**config.mk**
```make
export PLATFORM = sky130hd
export DESIGN_NAME = pin_event_detect
export DESIGN_NICKNAME = d
export VERILOG_FILES = /design/src/rtl/pin_event_detect.sv
export SDC_FILE = /design/constraint.sdc
export NUM_CORES = 1
export LEC_CHECK = 0
export CAP_MARGIN = 30
export CORE_MARGIN = 1.5
export CORE_UTILIZATION = 41
export DETAILED_ROUTE_END_ITERATION = 16
export MAX_ROUTING_LAYER = met4
export PLACE_DENSITY = 0.82
export SETUP_SLACK_MARGIN = 0.05
export SLEW_MARGIN = 30
export SYNTH_ARGS = -nofsm -noshare
export SYNTH_HDL_FRONTEND = slang
export SYNTH_SLANG_ARGS = --single-unit
```
**constraint.sdc**
```tcl
create_clock -name clk -period 1.96 [get_ports clk]
set_input_delay 0.392 -clock clk [delete_from_list [all_inputs] [get_ports clk]]
set_output_delay 0.392 -clock clk [all_outputs]
set_load 0.01 [all_outputs]
```
**src/rtl/pin_event_detect.sv**
```systemverilog
module pin_event_detect #(
  parameter int NPINS = 32,
  localparam int IW = (NPINS > 1) ? $clog2(NPINS) : 1
) (
  input  logic                 clk,
  input  logic                 rst_n,
  input  logic [NPINS-1:0]     pin_in,
  input  logic [4*NPINS-1:0]   pin_cfg,
  input  logic                 pin_clr_en,
  input  logic [IW-1:0]        pin_clr_idx,
  input  logic                 port_clr_en,
  input  logic [NPINS-1:0]     port_clr_mask,
  input  logic                 dma_done,
  output logic [NPINS-1:0]     flags,
  output logic                 irq,
  output logic                 dma_req
);

  logic [NPINS-1:0] prev;
  logic             armed;
  logic [NPINS-1:0] rise, fall, ev, clr, dma_sel, int_sel;

  always_ff @(posedge clk or negedge rst_n)
    if (!rst_n) begin
      prev  <= '0;
      armed <= 1'b0;
    end else begin
      prev  <= pin_in;
      armed <= 1'b1;
    end

  assign rise = {NPINS{armed}} & pin_in & ~prev;
  assign fall = {NPINS{armed}} & ~pin_in & prev;

  for (genvar i = 0; i < NPINS; i++) begin : g_pin
    logic [3:0] code;
    assign code = pin_cfg[4*i +: 4];

    always_comb begin
      ev[i]      = 1'b0;
      dma_sel[i] = 1'b0;
      int_sel[i] = 1'b0;
      case (code)
        4'd1:  begin dma_sel[i] = 1'b1; ev[i] = rise[i]; end
        4'd2:  begin dma_sel[i] = 1'b1; ev[i] = fall[i]; end
        4'd3:  begin dma_sel[i] = 1'b1; ev[i] = rise[i] | fall[i]; end
        4'd8:  begin int_sel[i] = 1'b1; ev[i] = ~pin_in[i]; end
        4'd9:  begin int_sel[i] = 1'b1; ev[i] = rise[i]; end
        4'd10: begin int_sel[i] = 1'b1; ev[i] = fall[i]; end
        4'd11: begin int_sel[i] = 1'b1; ev[i] = rise[i] | fall[i]; end
        4'd12: begin int_sel[i] = 1'b1; ev[i] = pin_in[i]; end
        default: ;
      endcase
    end

    assign clr[i] = (port_clr_en & port_clr_mask[i])
                  | (pin_clr_en & (pin_clr_idx == IW'(i)))
                  | (dma_done & dma_sel[i]);

    always_ff @(posedge clk or negedge rst_n)
      if (!rst_n) flags[i] <= 1'b0;
      else        flags[i] <= (flags[i] & ~clr[i]) | ev[i];


    flag_hold_chk: assert property (@(posedge clk) disable iff (!rst_n)
      (flags[i] && !port_clr_en && !pin_clr_en && !dma_done) |=> flags[i]);


    level_reset_chk: assert property (@(posedge clk) disable iff (!rst_n)
      (port_clr_en && port_clr_mask[i] && code == 4'd8 && !pin_in[i]) |=> flags[i]);


    unused_code_chk: assert property (@(posedge clk) disable iff (!rst_n)
      (!flags[i] && (code == 4'd0 || code == 4'd5 || code == 4'd6 || code == 4'd7 ||
                     code == 4'd13 || code == 4'd15)) |=> !flags[i]);


    dma_clear_chk: assert property (@(posedge clk) disable iff (!rst_n)
      (dma_done && code >= 4'd1 && code <= 4'd3 && pin_in[i] == prev[i]) |=> !flags[i]);
  end

  assign irq     = |(flags & int_sel);
  assign dma_req = |(flags & dma_sel);


  quiet_out_chk: assert property (@(posedge clk) disable iff (!rst_n)
    !(|flags) |-> (!irq && !dma_req));

endmodule

```
==> results.cfg, run 1 <==
[outcome]
status = complete, but fails checks
violations = negative setup slack

[sta]
finalMaxSlewViolations = 0
tns_ps = -660
skew_ps = 8.49
slew_headroom_pct = 61.3
period_needed_ps = 2380
hold_violations = 0
finalSetupViolCount = 2
tightestPinTransition_ps = 580
whs_ps = 46.5
fmax_ghz = 0.420
rsz0062_at_grt = true
setup_slack_ps = -420
fin_crit_sh_pct = 121

[grt]
grt_start_max_net_pins = 66
grt_overflow = 0
antenna_found_initial = 1
grt_pass1_vias = 7407
track_usage_pct = 40.4
grt_first_pass_wirelength_um = 35300

[critical_path]
critPathCaptureType = primary output
crit_required_ps = 1570
crit_arrival_ps = 1990
cp-start-kind = flop
path_cells = a32oi_2 -> nand4_1 -> or4_4 -> buf_6
critPathMaxFanout = 4
crit_path_max_incr_delay_ps = 560
critPathSlowestCell = or4_4
critPathKind = flop to primary output
critPathBufInv = 1
critical-path-top-delay-family = simple AND/OR/NAND/NOR gates

[worst_hold_path]
hold_class = primary input to async pin

[run]
cap_violations = 0

[power_and_ir_drop]
pwr-share-seq_pct = 32.7
p_total_mw = 4.88
p_comb_share_pct = 41.9
power.share.clock_pct = 25.4
p_switching_mw = 1.62
internal-power_mw = 3.26
p_leak_nw = 4.09
netSwitchingFraction_pct = 33.2
power_density_nw_per_um2 = 539
irDropWorstVdd_uv = 422

[routing]
vias = 7329
postRouteAntennaNets = 0
drc = 0
viasPerCell = 6.13
wirelength_um = 23400
drtIter0Drc = 688
wl_per_cell_um = 19.6
dr.pass1.iters = 5

[clock_network]
clk_root_buffer_cell = clkbuf_8
cts_hold_buffers = 0
ctsHtreeMaxLevel = 3
clock_sinks = 65
clockBufferDepth = 2
clkTransAtPathRegs_ps = 70
cts_tree = yes
numCtsBuffers = 9
clock_latency_ps = 370

[floorplanning]
io_pins = 236
rows = 38
coreArea_sq_um = 10800
die_width_um = 109
die_h_um = 109
start_util_pct = 42.1
die_area_sq_um = 11800

[logic_synthesis]
ys_warn_count = 0
synthesis.area_sq_um = 4570
synth.distinct_cells = 37
synth_top_area_share_pct = 35.6
ys_seq_area_share_pct = 35.6
synth-seq-cells = 65
netlist_top_cells_area = dfrtp_1 (36%), nand2_1 (11%), o21ai_0 (9.8%)
avgSynthCellArea_sq_um = 7.45
synth_cells = 613
synth_top_area_cell = dfrtp_1
syn-num-nets = 815

[finish]
drive_above_1_share_pct = 30.4
fin_util_pct = 83.4
fillers = 660
fin_area_sq_um = 9040
nNetsFinal = 1252
final_cells = 1196
syn_to_final_growth_pct = 98.0

[place]
place_ws_ps = -1270
dp_cells = 1152
port_buffers = 235
dp_hpwl_um = 17000
postPlaceCellArea_sq_um = 8430
gp_congestion = 0.949
## power by group through the flow
| stage | Clock, mW | Combinational, mW | Sequential [mW] |
|---|---|---|---|
| after floorplan | 0 | 0.474 | 1.66 |
| after global placement | 0 | 1.86 | 1.59 |
| after detailed placement | 0 | 1.93 | 1.59 |
| after CTS | 1.23 | 1.95 | 1.58 |
| after global routing | 1.29 | 2.17 | 1.61 |
| final | 1.24 | 2.04 | 1.59 |
## metal layers
layer / part of all wire [%] / routed length [um] / vias to the layer above / track usage (%)
met5: 0 / 0 / - / -
met4: 5.4 / 1270 / 0 / 23.6
met3: 9.1 / 2120 / 138 / 7.72
met2: 49 / 11600 / 547 / 68.5
met1: 36 / 8430 / 3431 / 44.1
li1: - / - / 3213 / -
## path summary, 6_finish.rpt
| kind | start | end | slack (ps) | cells past startpoint |
|---|---|---|---|---|
| setup / recovery | flags[6]$_DFF_PN0_ | dma_req | -420 | 4 |
| hold / removal | rst_n | prev[13]$_DFF_PN0_ | 50 | 2 |
| setup reg to reg | armed$_DFF_PN0_ | flags[6]$_DFF_PN0_ | 370 | 5 |
| hold reg to reg | prev[3]$_DFF_PN0_ | flags[3]$_DFF_PN0_ | 600 | 3 |
| max in group asynchronous | rst_n | armed$_DFF_PN0_ | 1570 | 2 |
| min in group clk | pin_cfg[72] | flags[18]$_DFF_PN0_ | 460 | 5 |
## cell usage in the layout (no fill, tap or decap), types with 5 or more instances in the layout
cell type | synthesis | layout
a21oi_1 | 17 | 17
buf_6 | 0 | 8
clkdlybuf4s50_1 | 0 | 104
dfrtp_1 | 65 | 63
buf_4 | 0 | 199
clkbuf_8 | 0 | 15
o21ai_0 | 89 | 88
a31oi_1 | 5 | 5
nor3_1 | 31 | 7
nand3b_1 | 19 | 19
dlymetal6s2s_1 | 0 | 12
o2111ai_1 | 26 | 26
xnor2_1 | 7 | 7
nand4_1 | 13 | 13
nor3_2 | 0 | 20
nand2_1 | 138 | 138
nand3_1 | 35 | 35
inv_1 | 21 | 20
o22ai_1 | 5 | 5
a22oi_1 | 20 | 13
dlygate4sd2_1 | 0 | 82
nor2_4 | 0 | 5
clkdlybuf4s15_1 | 0 | 12
o211ai_1 | 35 | 35
a22oi_2 | 0 | 7
a32oi_1 | 18 | 16
nor2_2 | 2 | 27
clkbuf_2 | 0 | 13
## flip-flops by register name (all words and copies together), names as in the netlist
register	flops
armed	1
flags	32
prev	32
## cell type report
type                    instances  area [sq um]  area share (%)
multi-input cells             512          3130            34.6
clock inverters                 1          5.00          0.0554
flip-flops and latches         65          1630            18.0
well taps                     140           175            1.94
inverters                      21          78.8           0.872
diodes                          1          2.50          0.0277
clock buffers                  15           206            2.28
repair buffers                441          3820            42.2
## cell usage after synthesis
library cell  instances
nor3b_1               1
conb_1                1
a41o_1                1
or4_1                 1
nand4bb_1             1
a31oi_1               5
buf_2                 1
inv_1                21
o21bai_1              1
nor3_1               31
nand2_1             138
nand2b_1              3
nor2b_1               2
o21ai_0              89
dfrtp_1              65
o211ai_1             35
nor2_1               32
a22oi_1              20
or2_2                 1
or2_1                 1
clkbuf_1             11
nand3_1              35
buf_1                 3
nor2_2                2
o2bb2ai_1             1
xnor2_1               7
o22a_2                1
or3_1                 1
a32oi_1              18
nor4_1                2
nand3b_1             19
nand4b_1              1
o22ai_1               5
a21o_1                1
a21oi_1              17
nand4_1              13
o2111ai_1            26
## repair_timing
| item | 4_1_cts | 5_1_grt |
|---|---|---|
| setup buffers | 20 | 8 |
| setup endpoints to repair | 2 | 3 |
| pin swaps | 68 | 43 |
| gates resized for setup | 220 | 73 |
## cells by family (layout without fill, tap and decap cells)
kind of cell           count (synthesis)  in the layout  share of synthesized area (%)
AO/OA/AOI/OAI                        220            220                           31.4
flip-flops                            65             65                           35.6
AND/OR/NAND/NOR                      284            284                           28.5
XOR/XNOR                               7              7                           1.34
buffers and inverters                 36            478                           2.99
other                                  1              2                         0.0821
Note: power is estimated with default switching activity, not from simulation.
==> inputs of run 2 (changes only) <==
--- a/config.mk
+++ b/config.mk
@@ -12,6 +12,7 @@
 export MAX_ROUTING_LAYER = met4
 export PLACE_DENSITY = 0.82
 export SETUP_SLACK_MARGIN = 0.05
+export SKIP_LAST_GASP = 1
 export SLEW_MARGIN = 30
 export SYNTH_ARGS = -nofsm -noshare
 export SYNTH_HDL_FRONTEND = slang
==> run 2 against run 1 <==
Against the previous run: the run still ends with negative setup slack left; sequential share of layout area about the same; sequential cell count unchanged; combinational power about the same; count of clock-buffer cells in the layout unchanged; wire length increased by 0.19%; global-route usage unchanged; clock power about the same; clock skew increased by 3.7 ps; design area about the same; via count increased by 0.20%; first-iteration DRC count increased by 5.5%; maximum frequency increased by 0.81%; critical endpoint unchanged.
==> results.cfg, run 2 (synthesized netlist as in run 1, its figures left out) <==
[routing]
postRouteAntennaNets = 0
wl_per_cell_um = 19.6
dr.pass1.iters = 6
drc = 0
drtIter0Drc = 726
viasPerCell = 6.14
vias = 7344
wirelength_um = 23400

[power_and_ir_drop]
irDropWorstVdd_uv = 420
power_density_nw_per_um2 = 539
p_total_mw = 4.87
p_leak_nw = 4.09

[grt]
grt_first_pass_wirelength_um = 35300
track_usage_pct = 40.4
grt_overflow = 0
grt_pass1_vias = 7407
antenna_found_initial = 1
grt_start_max_net_pins = 66

[finish]
drive_above_1_share_pct = 30.3
final_common_cell = buf_4
multi_input_area_sq_um = 3130
largestRegisters = flags (32), prev (32), armed (1)
syn_to_final_growth_pct = 98.0
regArea_sq_um = 1630
nNetsFinal = 1252
fillers = 659
layout_common_cells = buf_4 (199), nand2_1 (138), clkdlybuf4s50_1 (104)

[floorplanning]
die_h_um = 109
coreArea_sq_um = 10800
die_width_um = 109
io_pins = 236
die_area_sq_um = 11800
rows = 38
start_util_pct = 42.1

[run]
cap_violations = 0

[critical_path]
critPathCaptureType = primary output
path_cells = a32oi_2 -> nand4_1 -> or4_4 -> buf_6
critPathKind = flop to primary output
crit_path_max_incr_delay_ps = 560
crit_arrival_ps = 1970
critPathSlowestCell = or4_4
crit_required_ps = 1570
regToRegStartpoint = armed$_DFF_PN0_
cp-start-kind = flop
critPathMaxFanout = 4
rr_endpoint = flags[6]$_DFF_PN0_
reg2reg_slack_ps = 410
reg2regPathDepth = 5

[clock_network]
clock_latency_ps = 370
clkTransAtPathRegs_ps = 70
clk_root_buffer_cell = clkbuf_8
ctsHtreeMaxLevel = 3
numCtsBuffers = 9
clock_sinks = 65
cts_tree = yes
clockBufferDepth = 2

[sta]
setup_slack_ps = -401
rsz0062_at_grt = true
fmax_ghz = 0.424
skew_ps = 12.2
tightestPinTransition_ps = 559
slew_headroom_pct = 62.7
whs_ps = 45.0
period_needed_ps = 2360
tns_ps = -646
finalMaxSlewViolations = 0
hold_violations = 0
fin_crit_sh_pct = 120
finalSetupViolCount = 2

[place]
dp_hpwl_um = 17000
port_buffers = 235
gp_congestion = 0.949

[outcome]
status = complete, but fails checks
violations = negative setup slack

[worst_hold_path]
hold_class = primary input to async pin
## run 2: critical path: cells and delay by family (launching register included)
kind	cells	cell delay [ps]
compound gates	1	270
buf+inv	1	150
flops	1	430
simple gates	2	770
## run 2: final cells by class
cell class                 instances  share of cell area [%]
antenna                            1                  0.0277
clock buffer                      15                    2.28
clock inverter                     1                  0.0554
inverter                          21                   0.872
multi-input combinational        512                    34.6
sequential                        65                    18.0
tap                              140                    1.94
timing repair buffer             441                    42.2
## run 2: repair_timing
item / in CTS / in global routing
pin swaps: 68 / 43
hold buffers: 0 / 0
buffers inserted: 20 / 8
endpoints found under the setup margin: 2 / 3
gates resized for setup: 220 / 72
## run 2: worst max path at each step
stage,start,end,slack [ps]
6_report,flags[6]$_DFF_PN0_,dma_req,-400
2_1_floorplan,pin_cfg[48],dma_req,130
3_5_place_dp,pin_cfg[25],dma_req,-1270
4_1_cts,flags[27]$_DFF_PN0_,dma_req,-390
5_1_grt,pin_cfg[117],dma_req,-430
3_3_place_gp,pin_cfg[109],dma_req,-1200
## run 2: stage by stage
step	worst slack, ps	utilization (%)	instance area, sq um	instances
finish	-401	83.4	9040	1196
global route	-433	83.4	9040	1196
CTS	-392	82.1	8900	1187
global placement	-1200	77.7	8430	1152
floorplan	132	-	4570	613
detailed placement	-1270	77.7	8430	1152
## run 2: metal layers
metal	track usage (%)	up-vias	part of all wire (%)
met1	44.1	3442	36
met2	68.5	535	49
li1	-	3216	-
met3	7.72	151	9.2
met5	-	-	0
met4	23.6	0	5.9
## run 2: power by group
group	internal [mW]	switching [mW]	leakage, nW	total, mW
clock network	0.666	0.567	0.112	1.23
logic	1.11	0.931	3.19	2.04
registers	1.48	0.112	0.786	1.59
==> inputs of run 3 (changes only) <==
--- a/config.mk
+++ b/config.mk
@@ -9,11 +9,12 @@
 export CORE_MARGIN = 1.5
 export CORE_UTILIZATION = 41
 export DETAILED_ROUTE_END_ITERATION = 16
+export GPL_ROUTABILITY_DRIVEN = 0
 export MAX_ROUTING_LAYER = met4
 export PLACE_DENSITY = 0.82
 export SETUP_SLACK_MARGIN = 0.05
 export SKIP_LAST_GASP = 1
-export SLEW_MARGIN = 30
+export SLEW_MARGIN = 0
 export SYNTH_ARGS = -nofsm -noshare
 export SYNTH_HDL_FRONTEND = slang
 export SYNTH_SLANG_ARGS = --single-unit
==> run 3 against run 2 <==
Against the previous run: the flow still finishes with violations (negative setup slack); hold slack lost 1.1 ps; critical path type is now primary input to primary output; global-route usage shrank 0.73 points; utilization fell by 0.44 points; critical endpoint unchanged; sequential cell count did not move; count of clock-buffer cells in the layout down 2; clock power fell by 9%.
==> results.cfg, run 3 (synthesized netlist as in run 1, its figures left out) <==
[outcome]
status = complete, but fails checks
violations = negative setup slack

[routing]
wl_per_cell_um = 19.1
vias = 7358
drtIter0Drc = 562
drc = 0
dr.pass1.iters = 7
postRouteAntennaNets = 0
wirelength_um = 23100
viasPerCell = 6.11

[finish]
regArea_sq_um = 1630
layout_common_cells = buf_4 (209), nand2_1 (138), clkdlybuf4s50_1 (103)
largestRegisters = flags (32), prev (32), armed (1)
fillers = 693
multi_input_area_sq_um = 3100
final_common_cell = buf_4
nNetsFinal = 1259
drive_above_1_share_pct = 31.5
syn_to_final_growth_pct = 97.0
final_cells = 1205

[sta]
period_needed_ps = 2320
fin_crit_sh_pct = 118
tns_ps = -651
tightestPinTransition_ps = 619
slew_headroom_pct = 58.6
rsz0062_at_grt = true
finalSetupViolCount = 2
fmax_ghz = 0.431
hold_violations = 0
setup_slack_ps = -358
skew_ps = 11.0
finalMaxSlewViolations = 0

[clock_network]
clock_latency_ps = 360
numCtsBuffers = 9
clockBufferDepth = 2
clk_root_buffer_cell = clkbuf_8
clkTransAtPathRegs_ps = 70
clock_sinks = 65
cts_tree = yes
ctsHtreeMaxLevel = 3
cts_hold_buffers = 0

[critical_path]
critical-path-top-delay-family = simple AND/OR/NAND/NOR gates
critPathCaptureType = primary output
critPathKind = primary input to primary output
reg2regPathDepth = 5
reg2reg_slack_ps = 320
critPathBufInv = 2
rr_endpoint = flags[23]$_DFF_PN0_
regToRegStartpoint = armed$_DFF_PN0_
crit_arrival_ps = 1930
critPathMaxFanout = 6
crit_path_max_incr_delay_ps = 570
path_cells = buf_2 -> or2_1 -> a32oi_2 -> nand4_1 -> or4_4 -> buf_6
crit_required_ps = 1570
critPathSlowestCell = or4_4
cp-start-kind = primary input

[run]
cap_violations = 0

[power_and_ir_drop]
power_density_nw_per_um2 = 525
irDropWorstVdd_uv = 419
p_leak_nw = 4.03
p_total_mw = 4.72

[floorplanning]
coreArea_sq_um = 10800
rows = 38
die_h_um = 109
io_pins = 236
start_util_pct = 42.1
die_width_um = 109
die_area_sq_um = 11800

[grt]
grt_overflow = 0
grt_start_max_net_pins = 66
track_usage_pct = 39.7
grt_first_pass_wirelength_um = 35000
antenna_found_initial = 3
grt_pass1_vias = 7470

[place]
port_buffers = 235
dp_hpwl_um = 16900
dp_cells = 1153

[worst_hold_path]
hold_class = primary input to async pin
run 3: metal layers:
layer / vias up / share of wire, % / global-route usage, %
met4: 0 / 5.7 / 24.7
met5: - / 0 / -
met3: 127 / 10 / 8.56
li1: 3233 / - / -
met1: 3469 / 35 / 42.1
met2: 529 / 49 / 67.1
run 3: repair_timing:
action	in CTS	in global routing
endpoints found under the setup margin	2	3
pin swaps	76	28
gates resized for setup	259	38
endpoints found under the hold margin	0	0
setup buffers	24	9
run 3: how the worst max path moves through the flow:
stage / from / end / slack (ps) / depth (start not counted)
final: pin_cfg[109] / dma_req / -360 / 6
after global routing: flags[20]$_DFF_PN0_ / dma_req / -410 / 4
after floorplan: pin_cfg[48] / dma_req / 130 / 5
after global placement: pin_cfg[25] / dma_req / -1180 / 7
after CTS: flags[23]$_DFF_PN0_ / dma_req / -310 / 4
after detailed placement: pin_cfg[109] / dma_req / -1230 / 6
run 3: report_power, final:
group / switching (mW) / internal, mW
logic: 0.919 / 1.10
registers: 0.104 / 1.48
clock network: 0.559 / 0.558
total: 1.58 / 3.14
run 3: final cells by class:
class	count	area share, %
Clock inverter	3	0.167
Multi-Input combinational cell	512	34.4
Sequential cell	65	18.1
Inverter	21	0.877
Timing Repair Buffer	448	42.5
Antenna cell	3	0.0835
Clock buffer	13	1.88
Tap cell	140	1.95
run 3: metrics by stage:
step                utilization, %  instance area (sq um)  hold slack, ps  worst slack (ps)
finish                        83.0                   8990            43.9              -358
global route                  83.0                   8990            71.6              -413
CTS                           82.3                   8920            64.4              -314
detailed placement            77.8                   8430             443             -1230
global placement              77.8                   8430             447             -1180
floorplan                        -                   4570            96.4               132
